[src/rtl/pct_pkg.sv]
package pct_pkg;
  parameter int unsigned PCT_PRE_W = 8;

  localparam int unsigned OFF_LOAD  = 0;
  localparam int unsigned OFF_COUNT = 4;
  localparam int unsigned OFF_CTRL  = 8;
  localparam int unsigned OFF_STAT  = 12;

  localparam int unsigned BIT_EN  = 0;
  localparam int unsigned BIT_PER = 1;
  localparam int unsigned BIT_IE  = 2;
  localparam int unsigned PRE_LSB = 8;

  typedef struct packed {
    logic [PCT_PRE_W-1:0] presc;
    logic                 ie;
    logic                 per;
    logic                 en;
  } cfg_t;
endpackage

[src/rtl/pct_prescaler.sv]
module pct_prescaler #(
  parameter int PRE_W = 8
) (
  input  logic             clk,
  input  logic             rst,
  input  logic             run,
  input  logic             restart,
  input  logic [PRE_W-1:0] presc,
  output logic             tick
);
  logic [PRE_W-1:0] phase_q;

  assign tick = run && !restart && (phase_q == presc);

  always_ff @(posedge clk) begin
    if (rst) begin
      phase_q <= '0;
    end else if (restart) begin
      phase_q <= '0;
    end else if (run) begin
      if (phase_q == presc) phase_q <= '0;
      else                  phase_q <= phase_q + 1'b1;
    end
  end
endmodule

[src/rtl/pct_counter.sv]
module pct_counter import pct_pkg::*; #(
  parameter int CNT_W = 32
) (
  input  logic             clk,
  input  logic             rst,
  input  cfg_t             cfg,
  input  cfg_t             cfg_new,
  input  logic             load_wr,
  input  logic             cnt_wr,
  input  logic             ctl_wr,
  input  logic [CNT_W-1:0] wdata,
  input  logic             tick,
  output logic [CNT_W-1:0] count,
  output logic [CNT_W-1:0] load,
  output logic             running,
  output logic             expire,
  output logic             pre_restart
);
  logic [CNT_W-1:0] cnt_q, cnt_d, load_q, load_d, nv;
  logic             run_q, run_d;
  logic             pz, pz_new;

  assign pz     = (cfg.presc == '0);
  assign pz_new = (cfg_new.presc == '0);

  always_comb begin
    cnt_d       = cnt_q;
    load_d      = load_q;
    run_d       = run_q;
    expire      = 1'b0;
    pre_restart = 1'b0;
    nv          = '0;
    if (load_wr) begin
      load_d      = wdata;
      cnt_d       = wdata;
      run_d       = cfg.en && (!pz || wdata != '0);
      pre_restart = 1'b1;
    end else if (cnt_wr) begin
      nv          = (cfg.en && cfg.per && pz && wdata == '0) ? load_q : wdata;
      cnt_d       = nv;
      run_d       = cfg.en && (!pz || nv != '0);
      pre_restart = 1'b1;
    end else if (ctl_wr) begin
      nv          = (cfg_new.en && cfg_new.per && cnt_q == '0) ? load_q : cnt_q;
      cnt_d       = nv;
      run_d       = cfg_new.en && (!pz_new || nv != '0);
      pre_restart = !run_q || (cfg_new.en != cfg.en) || (cfg_new.per != cfg.per)
                    || (cfg_new.presc != cfg.presc);
    end else if (tick) begin
      if (cnt_q > CNT_W'(1)) begin
        cnt_d = cnt_q - 1'b1;
      end else if (cnt_q == CNT_W'(1)) begin
        cnt_d  = '0;
        expire = 1'b1;
        if (!cfg.per || (load_q == '0 && pz)) run_d = 1'b0;
      end else if (cfg.per) begin
        cnt_d  = load_q;
        expire = (load_q == '0);
      end else begin
        expire = 1'b1;
        run_d  = 1'b0;
      end
    end
  end

  always_ff @(posedge clk) begin
    if (rst) begin
      cnt_q  <= '0;
      load_q <= '0;
      run_q  <= 1'b0;
    end else begin
      cnt_q  <= cnt_d;
      load_q <= load_d;
      run_q  <= run_d;
    end
  end

  assign count   = cnt_q;
  assign load    = load_q;
  assign running = run_q;
endmodule

[src/rtl/pct_top.sv]
module pct_top import pct_pkg::*; #(
  parameter int CNT_W  = 32,
  parameter int ADDR_W = 5
) (
  input  logic              clk,
  input  logic              rst,
  input  logic              bus_wr,
  input  logic              bus_rd,
  input  logic [ADDR_W-1:0] bus_addr,
  input  logic [CNT_W-1:0]  bus_wdata,
  output logic [CNT_W-1:0]  bus_rdata,
  output logic              irq_o
);
  localparam int PRE_W = PCT_PRE_W;

  cfg_t             cfg_q, cfg_w, cfg_d;
  logic             hit_load, hit_cnt, hit_ctl, hit_stat;
  logic             status_q, status_d, irq_q;
  logic [CNT_W-1:0] rdata_q, ctl_rd, count, load;
  logic             running, expire, pre_restart, tick;

  assign hit_load = bus_wr && (bus_addr == ADDR_W'(OFF_LOAD));
  assign hit_cnt  = bus_wr && (bus_addr == ADDR_W'(OFF_COUNT));
  assign hit_ctl  = bus_wr && (bus_addr == ADDR_W'(OFF_CTRL));
  assign hit_stat = bus_wr && (bus_addr == ADDR_W'(OFF_STAT));

  always_comb begin
    cfg_w.en    = bus_wdata[BIT_EN];
    cfg_w.per   = bus_wdata[BIT_PER];
    cfg_w.ie    = bus_wdata[BIT_IE];
    cfg_w.presc = bus_wdata[PRE_LSB +: PRE_W];
    cfg_d       = hit_ctl ? cfg_w : cfg_q;
  end

  pct_prescaler #(.PRE_W(PRE_W)) u_pre (
    .clk(clk), .rst(rst), .run(running), .restart(pre_restart),
    .presc(cfg_q.presc), .tick(tick)
  );

  pct_counter #(.CNT_W(CNT_W)) u_cnt (
    .clk(clk), .rst(rst), .cfg(cfg_q), .cfg_new(cfg_w),
    .load_wr(hit_load), .cnt_wr(hit_cnt), .ctl_wr(hit_ctl),
    .wdata(bus_wdata), .tick(tick), .count(count), .load(load),
    .running(running), .expire(expire), .pre_restart(pre_restart)
  );

  always_comb begin
    status_d = status_q;
    if (hit_stat && bus_wdata[0]) status_d = 1'b0;
    if (expire)                   status_d = 1'b1;
  end

  always_comb begin
    ctl_rd                     = '0;
    ctl_rd[BIT_EN]             = cfg_q.en;
    ctl_rd[BIT_PER]            = cfg_q.per;
    ctl_rd[BIT_IE]             = cfg_q.ie;
    ctl_rd[PRE_LSB +: PRE_W]   = cfg_q.presc;
  end

  always_ff @(posedge clk) begin
    if (rst) begin
      cfg_q    <= '0;
      status_q <= 1'b0;
      irq_q    <= 1'b0;
      rdata_q  <= '0;
    end else begin
      cfg_q    <= cfg_d;
      status_q <= status_d;
      irq_q    <= status_d && cfg_d.ie;
      if (bus_rd) begin
        if (bus_addr == ADDR_W'(OFF_LOAD))       rdata_q <= load;
        else if (bus_addr == ADDR_W'(OFF_COUNT)) rdata_q <= count;
        else if (bus_addr == ADDR_W'(OFF_CTRL))  rdata_q <= ctl_rd;
        else if (bus_addr == ADDR_W'(OFF_STAT))  rdata_q <= CNT_W'(status_q);
        else                                     rdata_q <= '0;
      end
    end
  end

  assign bus_rdata = rdata_q;
  assign irq_o     = irq_q;
endmodule

[config.mk]
export PLATFORM = sky130hd
export DESIGN_NAME = pct_top
export DESIGN_NICKNAME = d
export VERILOG_FILES = /design/src/rtl/pct_pkg.sv /design/src/rtl/pct_prescaler.sv /design/src/rtl/pct_counter.sv /design/src/rtl/pct_top.sv
export SDC_FILE = /design/constraint.sdc
export NUM_CORES = 1
export LEC_CHECK = 0
export BUFFER_PORTS_ARGS = -buffer_cell sky130_fd_sc_hd__buf_2
export CAP_MARGIN = 5
export CORE_ASPECT_RATIO = 0.8
export CORE_MARGIN = 4
export CORE_UTILIZATION = 40
export DETAILED_ROUTE_END_ITERATION = 8
export HOLD_SLACK_MARGIN = 0.12
export MAX_ROUTING_LAYER = met4
export PLACE_DENSITY = 0.62
export SLEW_MARGIN = 20
export SYNTH_ARGS = -nofsm -noshare
export SYNTH_HDL_FRONTEND = slang
export SYNTH_SLANG_ARGS = --single-unit
[constraint.sdc]
create_clock -name clk -period 3.3 [get_ports clk]
set_input_delay 0.165 -clock clk [delete_from_list [all_inputs] [get_ports clk]]
set_output_delay 0.165 -clock clk [all_outputs]
set_load 0.05 [all_outputs]
==> summary.md <==
| Metric | Value |
|---|---|
| Number of antenna diodes | 0 |
| Initial antenna violation count | 0 |
| Synthesized flop and latch total | roughly 120 |
| WL/cell | about 22 microns |
| Max-slew violation count | 0 |
| CP required | roughly 3600 ps |
| CTS tree | yes |
| First-pass GRT wire length | approximately 44 mm |
| Synth top area share | about a third |
| Worst-path cell chain | or4_1 > or3_1 > or4_4 > buf_4 > nor2_1 > o2bb2ai_1 > a2111oi_0 > a211oi_1 |
| Initial Util | about two fifths |
| Pwr per Cell Area | approximately 500 nW/um^2 |
| Cell variety after synth | 67 |
| Post-Syn Nets | 969 |
| Mapped Area | slightly above 7000 sq um |
| Syn Area/Cell | about 7.7 sq um |
| Worst Skew | around 11 ps |
| Met1 global-route usage | between 40% and 50% |
| Max-Cap Viols | 0 |
| R2R Setup Slk | roughly 84 ps |
| Post-Synth Simple-Gate Area | roughly 25% |
| Drt first pass iters | 6 |
| CTS Buf Count | 17 |
| PortBufs | 73 |
| Worst slack at placement | 145 ps |
| Unrepaired setup endpoints after global routing | false |
| Final setup vio count | 0 |
| Die X | 157 microns |
| WP data arrival | approximately 3500 ps |
| CP startpoint kind | flop |
| Met2 GRT Util | 38.1% |
| Reg2reg start | u_cnt.count[19] |
| Area share of fa/ha/maj cells after synthesis | less than 1% |
| Clk buf depth | 2 |
| Cell Rows | 43 |
| Antenna viol nets, final | 0 |
| GRT overflow | 0 |
| Cell with the most instances after synthesis | nand2_1 |
| Largest net degree at the start of global routing | 65 |
| CORE AREA | 17400 sq um |
| HP Class | primary input to flop |
| CP peak stage delay | about 570 ps |
| Hold path cells | 3 |
| Hold Startpoint | bus_wdata[22] |
| Final min period | 3220 ps |
| Status | finished clean |
| HPWL after detailed placement | just over 20 mm |
| CP Buf/Inv Count | 1 |
| Full die area | ~20000 sq um |
| Clk_lat worst skew | between 400 and 500 ps |
| Worst R2R End | u_cnt.count[1] |
| Most instantiated cells after synthesis | nand2_1 (126), dfxtp_1 (118), nor2_1 (103) |
| Post-synthesis mux area share | less than 1% |
| Main combinational cell family by area after synthesis | compound AO/OA/AOI/OAI gates |
| Die height | ~130 microns |
| Worst Tran Pin Value | ~1000 ps |
| H-tree depth | 4 |
| Fraction of layout cells with a size suffix above 1 | between 15 and 20% |
| DR vias/cell | between 6 and 7 |
| Critical path class | flop to flop |
| Worst setup margin | around 84 ps |
| Routed WL | 28.1 mm |
| Static Leak | 3.23 nW |
| Seq/Total Area, Yosys | roughly a third |
| EDFF count, synth | 0 |
| Crit. End Element | flop |
| GRT Max-Usage Layer | met1 |
| Clk sinks | around 120 |
| Flip-flop and latch area | around 2400 sq um |
| Peak ir drop on the vdd network | approximately 0.27 mV |
| Placed cell area | between 8000 and 9000 sq um |
| Post-Synth XOR/XNOR Area | just over 6% |
| Period utilization | 97.5% |
| GRT Util Overall | 29.0% |
| Final Instance Area | ~8900 sq um |
| Initial drt markers | between 1k and 1.5k |
| # Post-CTS Setup Buffers | 0 |
| Vias in the first global route | 7487 |
| Top post-synthesis cells by area | dfxtp_1 (33%), nand2_1 (6.7%), a211oi_1 (5.7%), nor2_1 (5.5%), a21oi_1 (5.3%) |
| Fmax | approximately 310 MHz |
| Clock slew at reported path FFs | 60 ps |
| Rel. slew slack | about a third |
| Setup TNS | 0 ps |
| Synth warn | 0 |
| RePlAce Congestion | roughly 0.98 |
| Num ports | 74 |
| Top Family by Delay on Critical Path | simple AND/OR/NAND/NOR gates |
| Hold EP | u_cnt.load[22] |
| # DRC | 0 |
| Met3 usage | under 10% |
| Fillcell total | approximately 1.7k |
| Via count | 8010 |
| Area of the multi-input gates | around 4400 sq um |
| Number of cells on the worst reg-to-reg path | 8 |
| Ys async rst share | 0% |
| Most common flop cell mapped by yosys | dfxtp_1 |
| Slowest-stage cell, CP | or4_1 |
| Final nets | 1081 |
| Hold Vio Cnt, Final | 0 |
| Root Buffer | clkbuf_16 |
| Layout area overhead | 25.3% |
| Compound-Gate Fraction of Synth Area | between 20% and 30% |
| Post-Syn Instances | between 900 and 1k |
| CP Max Fanout | 7 |
| Largest area contributor in the netlist | dfxtp_1 |
registers in the layout (all words and copies together), names as in the netlist:
name / cells
bus_rdata: 32
u_cnt.running: 1
u_pre.phase_q: 8
u_cnt.count: 32
irq_o: 1
u_cnt.load: 32
status_q: 1
cfg_q: 11
per-layer routing:
metal,up-vias,part of all wire (%)
met3,50,13
met1,3773,45
met2,504,40
met5,-,0
li1,3683,-
met4,0,2.4
kinds of logic (layout without fill, tap and decap cells):
family / Yosys count / after routing
AOI/OAI and AO/OA: 292 / 292
xor gates and xnor gates: 49 / 49
adders and majority gates: 3 / 3
buffers and inverters: 92 / 217
DFF: 118 / 118
muxes: 2 / 2
and+or+nand+nor: 369 / 369
through the flow:
stage	hold WS, ps	std cells	total power, mW	util (%)
6_report	146	1275	4.56	51.1
5_1_grt	149	1275	4.75	51.1
4_1_cts	122	1275	4.55	51.0
3_5_place_dp	465	1214	2.73	46.1
3_3_place_gp	450	1214	2.73	46.1
2_1_floorplan	301	925	2.31	-
how the worst max path moves through the flow:
stage | startpoint | end | cells after the start
after floorplan | u_cnt.count[19] | u_cnt.count[20] | 11
after global placement | u_cnt.count[19] | u_cnt.count[19] | 7
after detailed placement | u_cnt.count[19] | u_cnt.count[19] | 9
after CTS | bus_wdata[2] | u_cnt.count[17] | 10
after global routing | u_cnt.count[20] | u_cnt.count[1] | 8
final | u_cnt.count[19] | u_cnt.count[1] | 8
power by group:
group	leakage (nW)	switching (mW)	internal, mW
registers	0.958	0.0412	1.47
clock network	0.275	0.727	1.06
logic	2.00	0.752	0.514
total	3.23	1.52	3.04
cell type report:
cell class / instances / share of cell area [%]
clock buffer: 19 / 4.99
clock inverter: 13 / 1.37
inverter: 9 / 0.380
multi-input combinational: 715 / 49.3
sequential: 118 / 26.6
tap: 225 / 3.17
timing repair buffer: 176 / 14.2
layout by cell type, fill, tap and decap left out, types with 27 or more instances in the layout:
master / instances
dfxtp_1: 118
dlygate4sd3_1: 29
buf_4: 70
a21oi_1: 75
nand2_1: 126
nor2_1: 103
nor3_1: 27
a211oi_1: 54
a22oi_1: 34
nor4_1: 32
buf_2: 72
o21ai_0: 28
worst register-to-register path: stages (launching register included):
cell       delay, ps
dfxtp_1          300
or4_1            570
or3_1            410
or4_4            550
buf_4            190
nor2_1           270
o2bb2ai_1        130
a2111oi_0        540
a211oi_1         120
what timing repair did:
item | in CTS | in global routing
setup endpoints to repair | 0 | 13
resized for setup | 0 | 5
hold buffers | 29 | 0
endpoints found under the hold margin | 56 | 0
No activity file was read; power rests on OpenSTA's default activity.
